## src/rtl/burst_addr_pkg.sv

```systemverilog
package burst_addr_pkg;
  localparam int unsigned BEAT_W = 2;

  typedef enum logic {
    ORDER_XOR = 1'b0,
    ORDER_ADD = 1'b1
  } burst_order_e;

  typedef logic [BEAT_W-1:0] beat_t;

  function automatic beat_t map_low(input beat_t start, input beat_t beat,
                                    input burst_order_e order);
    beat_t res;
    if (order == ORDER_ADD) res = start + beat;
    else                    res = start ^ beat;
    return res;
  endfunction
endpackage

```

## src/rtl/burst_load_ctrl.sv

```systemverilog
module burst_load_ctrl (
  input  logic chip_en,
  input  logic start_a,
  input  logic start_b,
  input  logic adv,
  input  logic sleep,
  output logic load_en,
  output logic step_en
);
  logic strobe_any;

  always_comb begin
    strobe_any = start_a | start_b;
    load_en    = ~sleep & chip_en & strobe_any;
    step_en    = ~sleep & adv & ~load_en;
  end
endmodule

```

## src/rtl/burst_beat_counter.sv

```systemverilog
module burst_beat_counter
  import burst_addr_pkg::*;
(
  input  logic  clk,
  input  logic  rst_n,
  input  logic  load_en,
  input  logic  step_en,
  output beat_t beat
);
  beat_t beat_q, beat_d;

  always_comb begin
    beat_d = beat_q;
    if (load_en)      beat_d = '0;
    else if (step_en) beat_d = beat_q + beat_t'(1);
  end

  always_ff @(posedge clk or negedge rst_n) begin
    if (!rst_n)                  beat_q <= '0;
    else if (load_en | step_en)  beat_q <= beat_d;
  end

  assign beat = beat_q;
endmodule

```

## src/rtl/burst_base_reg.sv

```systemverilog
module burst_base_reg #(
  parameter int unsigned ADDR_W = 18
) (
  input  logic              clk,
  input  logic              rst_n,
  input  logic              load_en,
  input  logic [ADDR_W-1:0] addr_in,
  output logic [ADDR_W-1:0] base
);
  logic [ADDR_W-1:0] base_q, base_d;

  always_comb begin
    base_d = base_q;
    if (load_en) base_d = addr_in;
  end

  always_ff @(posedge clk or negedge rst_n) begin
    if (!rst_n)       base_q <= '0;
    else if (load_en) base_q <= base_d;
  end

  assign base = base_q;
endmodule

```

## src/rtl/burst_addr_gen.sv

```systemverilog
module burst_addr_gen
  import burst_addr_pkg::*;
#(
  parameter int unsigned ADDR_W = 18
) (
  input  logic              clk,
  input  logic              rst_n,
  input  logic              chip_en,
  input  logic              start_a,
  input  logic              start_b,
  input  logic              adv,
  input  logic              linear_order,
  input  logic              sleep,
  input  logic [ADDR_W-1:0] addr_in,
  output logic [ADDR_W-1:0] addr_out
);
  localparam int unsigned HI_W = ADDR_W - BEAT_W;

  logic              load_en;
  logic              step_en;
  beat_t             beat;
  logic [ADDR_W-1:0] base;
  beat_t             low_bits;
  burst_order_e      order;

  burst_load_ctrl u_ctrl (
    .chip_en (chip_en),
    .start_a (start_a),
    .start_b (start_b),
    .adv     (adv),
    .sleep   (sleep),
    .load_en (load_en),
    .step_en (step_en)
  );

  burst_beat_counter u_beat (
    .clk     (clk),
    .rst_n   (rst_n),
    .load_en (load_en),
    .step_en (step_en),
    .beat    (beat)
  );

  burst_base_reg #(.ADDR_W(ADDR_W)) u_base (
    .clk     (clk),
    .rst_n   (rst_n),
    .load_en (load_en),
    .addr_in (addr_in),
    .base    (base)
  );

  always_comb begin
    order    = linear_order ? ORDER_ADD : ORDER_XOR;
    low_bits = map_low(base[BEAT_W-1:0], beat, order);
    addr_out = {base[ADDR_W-1:BEAT_W], low_bits};
  end

  if (HI_W < 1) begin : g_width_guard
    initial $error("burst_addr_gen: ADDR_W must exceed the beat width");
  end
endmodule

```

## config.mk

```make
export PLATFORM = sky130hd
export DESIGN_NAME = burst_addr_gen
export DESIGN_NICKNAME = d
export VERILOG_FILES = /design/src/rtl/burst_addr_pkg.sv /design/src/rtl/burst_load_ctrl.sv /design/src/rtl/burst_beat_counter.sv /design/src/rtl/burst_base_reg.sv /design/src/rtl/burst_addr_gen.sv
export SDC_FILE = /design/constraint.sdc
export NUM_CORES = 1
export LEC_CHECK = 0
export ABC_CLOCK_PERIOD_IN_PS = 1400
export BUFFER_PORTS_ARGS = -buffer_cell sky130_fd_sc_hd__buf_2
export CORE_MARGIN = 3
export CORE_UTILIZATION = 45
export DETAILED_ROUTE_END_ITERATION = 10
export HOLD_SLACK_MARGIN = 0.08
export MAX_ROUTING_LAYER = met4
export PLACE_DENSITY = 0.76
export SYNTH_ARGS = -nofsm -noshare
export SYNTH_HDL_FRONTEND = slang
export SYNTH_SLANG_ARGS = --single-unit
```

## constraint.sdc

```tcl
create_clock -name clk -period 1.4 [get_ports clk]
set_clock_uncertainty 0.1 [all_clocks]
set_input_delay 0.07 -clock clk [delete_from_list [all_inputs] [get_ports clk]]
set_output_delay 0.07 -clock clk [all_outputs]
set_load 0.02 [all_outputs]
```

### Word-level counts from Yosys, hierarchy flattened

Cells that the tools add are included.
W data, S select, Z words.

| operators by class | value |
|---|---|
| reductions and logical operators | 2 |
| add/sub/neg operators | 2 |
| bitwise logic cells | 9 |
| muxes and demuxes | 4 |

Operators with widths:

| cell | count |
|---|---|
| $mux W2 | 3 |
| $and A1 B1 Y1 | 4 |
| $add A2 B1 Y2 const B | 1 |
| $add A2 B2 Y2 | 1 |
| $not A1 Y1 | 2 |
| $or A1 B1 Y1 | 2 |
| $reduce_and A2 Y1 | 1 |
| $reduce_bool A2 Y1 | 1 |
| $xor A2 B2 Y2 | 1 |
| $mux W1 | 1 |

| word-level totals | value |
|---|---|
| register bits | 20 |
| input port bits | 26 |
| word-level logic and storage cells | 19 |
| output and inout bits | 18 |

### Logic depth before layout (Yosys ltp)

| logic depth | value |
|---|---|
| word-level depth | 7 |
| depth in mapped cells | 4 |
| mapped depth without buffers | 3 |

### Hierarchy

A second synthesis with hierarchy kept.

| unflattened totals | value |
|---|---|
| cell total of the unflattened synthesis | 52 |
| area total of the unflattened synthesis | 862.1 µm² |

By module, submodules not included:

| module | area each (µm²) | cells an instance | instances | sequential area each (µm²) |
|---|---|---|---|---|
| burst_base_reg | 721.9 | 38 | 1 | 450.4 |
| burst_beat_counter | 88.8 | 7 | 1 | 50.0 |
| burst_addr_gen | 33.8 | 4 | 1 | 0.0 |
| burst_load_ctrl | 17.5 | 3 | 1 | 0.0 |

### Worst setup path before layout

No wires, ideal clock.

| path | value |
|---|---|
| path kind | flip-flop to output port |
| start point | reg u_beat.beat_q[1] (netlist: u_beat.beat[1]) |
| end point | out addr_out[1] |
| arrival time | 944 ps |
| cell stages (with the launch flop) | 3 |
| setup slack | 286 ps |
| cell sequence | dfrtp_1 xor2_1 xnor2_1 |

| between the ends | value |
|---|---|
| longest elaborated chain between the ends | 2 |
| elaborated cells on any way between the ends | 3 |

RTL lines:

| what | RTL line | RTL |
|---|---|---|
| start: declaration | burst_beat_counter.sv:10 | `beat_t beat_q, beat_d;` |
| start signal: assignment | burst_beat_counter.sv:20 | `else if (load_en \| step_en) beat_q <= beat_d;` |
| $add A2 B2 Y2 or $xor A2 B2 Y2 (tied branches) | burst_addr_pkg.sv:14, burst_addr_pkg.sv:15 |  |
| $mux W2 * | burst_addr_pkg.sv:14 | `if (order == ORDER_ADD) res = start + beat;` |
| end: declaration | burst_addr_gen.sv:15 | `output logic [ADDR_W-1:0] addr_out` |

Mark *: on every way between the ends. The rest lies on a longest branch, timed or not.

### Worst setup path after layout

| path | value |
|---|---|
| start point | reg u_base.base_q[0] (netlist: u_base.base[0]) |
| end point | out addr_out[1] |

| between the ends | value |
|---|---|
| longest elaborated chain between the ends | 2 |

RTL lines:

| what | RTL line | RTL |
|---|---|---|
| start: declaration | burst_base_reg.sv:10 | `logic [ADDR_W-1:0] base_q, base_d;` |
| start signal: assignment | burst_base_reg.sv:19 | `else if (load_en) base_q <= base_d;` |
| $add A2 B2 Y2 | burst_addr_pkg.sv:14 |  |
| $mux W2 | burst_addr_pkg.sv:14 |  |

Every way passes these cells.

==> impl_metrics.env <==
export IMPL_grt_pass1_vias=635
export IMPL_grt_antenna_before_repair=0
export IMPL_yosysUniqueCellTypes=13
export IMPL_syn_inst=68
export IMPL_dp_cells=121
export IMPL_syn_to_final_growth_pct=38.01
export IMPL_fin_hold_ws_ns=0.1010
export IMPL_clock_path_buffers=2
export IMPL_start_util_pct=49.33
export IMPL_relSlewSlack_pct=71.55
export IMPL_min_path_type="in2reg"
export IMPL_drive_gt1_share_pct=60.00
export IMPL_drc=0
export IMPL_maxCapViolations=0
export IMPL_ant_nets=0
export IMPL_synth_fp_nets=95
export IMPL_final_common_cell="buf_2"
export IMPL_start_kind="flop"
export IMPL_die_y_um=53.31
export IMPL_switching_share_pct=30.72
export IMPL_finalWirelength_um=1811
export IMPL_critical_path_arrival_ns=1.19
export IMPL_rsz0062_at_grt="yes"
export IMPL_p_clk_share_pct=18.2
export IMPL_worst_pin_slew_ns=0.4268
export IMPL_p_comb_share_pct=38.9
export IMPL_io_pins=44
export IMPL_via_per_inst=4.320
export IMPL_path_cells="ha_2 -> nand2_2 -> xnor2_1 -> buf_4"
export IMPL_cts_tree="done"
export IMPL_p_leak_nw=0.7326
export IMPL_core_um2=2042
export IMPL_end_kind="output port"
export IMPL_ir_worst_vdd_mv=0.8105
export IMPL_p_per_area_nw_per_um2=1273
export IMPL_htreeDepth=1
export IMPL_yosys_warnings=0
export IMPL_syn_area_um2=1007
export IMPL_fin_crit_sh_pct=97.32
export IMPL_dpl_hpwl_um=1275
export IMPL_setup_slack_ns=0.03758
export IMPL_diodes=0
export IMPL_finalCriticalPeriod_ns=1.362
export IMPL_nFillCells=160
export IMPL_vias=635
export IMPL_numCtsBuffers=3
export IMPL_finalWeightedCongestion=0.6616
export IMPL_placed_area_um2=1134
export IMPL_cp_slowest_stage_delay_ns=0.40
export IMPL_first_iter_violations=6
export IMPL_critical_path_slowest_cell="dfrtp_1"
export IMPL_worstSetupPathType="reg2out"
export IMPL_cp_required_ns=1.23
export IMPL_layout_nets=148
export IMPL_timing_fmax_mhz=734.0
export IMPL_row_count=16
export IMPL_grt_max_degree=21
export IMPL_p_seq_share_pct=42.9
export IMPL_die_area_um2=2842
export IMPL_cts_sinks=20
export IMPL_mostFrequentLayoutCells="42 x buf_2, 20 x dfrtp_1, 19 x dlygate4sd3_1"
export IMPL_grt_overflow_total=0
export IMPL_die_w_um=53.31
export IMPL_status="completed"
export IMPL_grt_pass1_wl_um=2960
export IMPL_seq_area_frac_synth_pct=49.69
export IMPL_stdcell_count=147
export IMPL_firstDrtPassIters=3
export IMPL_place_ws_ns=0.2553
export IMPL_clk_latency_ns=0.29
export IMPL_finalSetupViolCount=0
export IMPL_power_switching_mw=0.5435
export IMPL_postSynthAreaPerCell_um2=14.81
export IMPL_grt_usage_pct=14.86
export IMPL_synth_seq_cells=20
export IMPL_crit_path_max_fanout=2
export IMPL_portBuffers=43
export IMPL_stdcell_area_um2=1390
export IMPL_finalHoldViolations=0
export IMPL_drv_slew=0
export IMPL_clk_pin_slew_ns=0.11
export IMPL_p_int_mw=1.226
export IMPL_cts_root_buf="clkbuf_4"
export IMPL_avgRoutedWirePerCell_um=12.32
registers in the layout (all words and copies together), names as in the netlist:
| name | cells |
|---|---|
| u_beat.beat | 2 |
| u_base.base | 18 |
metal layers:
| layer | global-route usage [%] | wire [um] |
|---|---|---|
| met5 | - | 0 |
| met1 | 19.04 | 754 |
| met3 | 1.972 | 77 |
| met4 | 6.383 | 14 |
| met2 | 23.47 | 964 |
synthesized netlist by cell type:
cell	instances	share of area [%]
dfrtp_1	20	50
mux2_4	18	27
buf_4	16	12
xnor2_1	3	2.6
and2_1	2	1.2
buf_6	2	2.2
clkinv_1	1	0.37
ha_1	1	1.2
nand2_1	1	0.37
nand2b_1	1	0.62
nand3b_1	1	0.75
o211ai_2	1	1.2
xor2_1	1	0.87
final timing paths:
kind / startpoint / end / slack, ns / cells past startpoint
worst min register to register: u_base.base[8] / u_base.base[8] / 0.41 / 1
worst min-delay path: adv / u_beat.beat[0] / 0.10 / 4
worst max register to register: u_beat.beat[0] / u_beat.beat[1] / 0.34 / 4
max in group asynchronous: rst_n / u_beat.beat[1] / 0.76 / 2
worst max-delay path: u_base.base[0] / addr_out[1] / 0.04 / 4
min in group asynchronous: rst_n / u_base.base[15] / 0.14 / 2
power groups by stage:
stage	clock (mW)	combinational [mW]	sequential, mW
2_1_floorplan	0	0.530	0.759
3_3_place_gp	0	0.575	0.774
3_5_place_dp	0	0.590	0.777
4_1_cts	0.328	0.650	0.763
5_1_grt	0.365	0.745	0.775
6_report	0.322	0.689	0.759
through the flow:
step / TNS (ns) / total power, mW / utilization, %
finish: 0 / 1.769 / 68.08
CTS: 0 / 1.741 / 67.10
detailed placement: 0 / 1.367 / 55.51
global placement: 0 / 1.348 / 55.51
global route: -0.02518 / 1.884 / 68.08
floorplan: 0 / 1.290 / -
worst max-delay path, delay by kind of cell (launching register included):
family,cells,cell delay [ns]
fa+ha+maj,1,0.19
flops,1,0.40
buf+inv,1,0.16
xor+xnor,1,0.11
simple gates,1,0.05
layout make-up:
class                      count  area (um2)  share of cell area, %
clock buffer                   4       36.28                  2.610
inverter                       1       3.754                 0.2700
multi-input combinational     29       365.4                  26.28
sequential                    20       500.5                  36.00
tap                           27       33.78                  2.430
timing repair buffer          66       450.4                  32.40
logic make-up (layout without fill, tap and decap cells):
logic type                 count (synthesis)  count (layout)  synth area share, %
adders and majority gates                  1               1                1.242
xor gates and xnor gates                   4               4                3.479
and+or+nand+nor                            5               5                2.981
DFF                                       20              20                49.69
buffers and inverters                     19              71                14.53
muxes                                     18              18                26.83
AOI/OAI and AO/OA                          1               1                1.242
what timing repair did:
item                                   CTS  global route
gates resized for setup                  1             2
setup endpoints to repair                1             1
hold buffers                            19             0
setup buffers                            1             2
cloned                                   0             0
pin swaps                                2             4
endpoints found under the hold margin   38             0
Note: power is estimated with default switching activity, not from simulation.
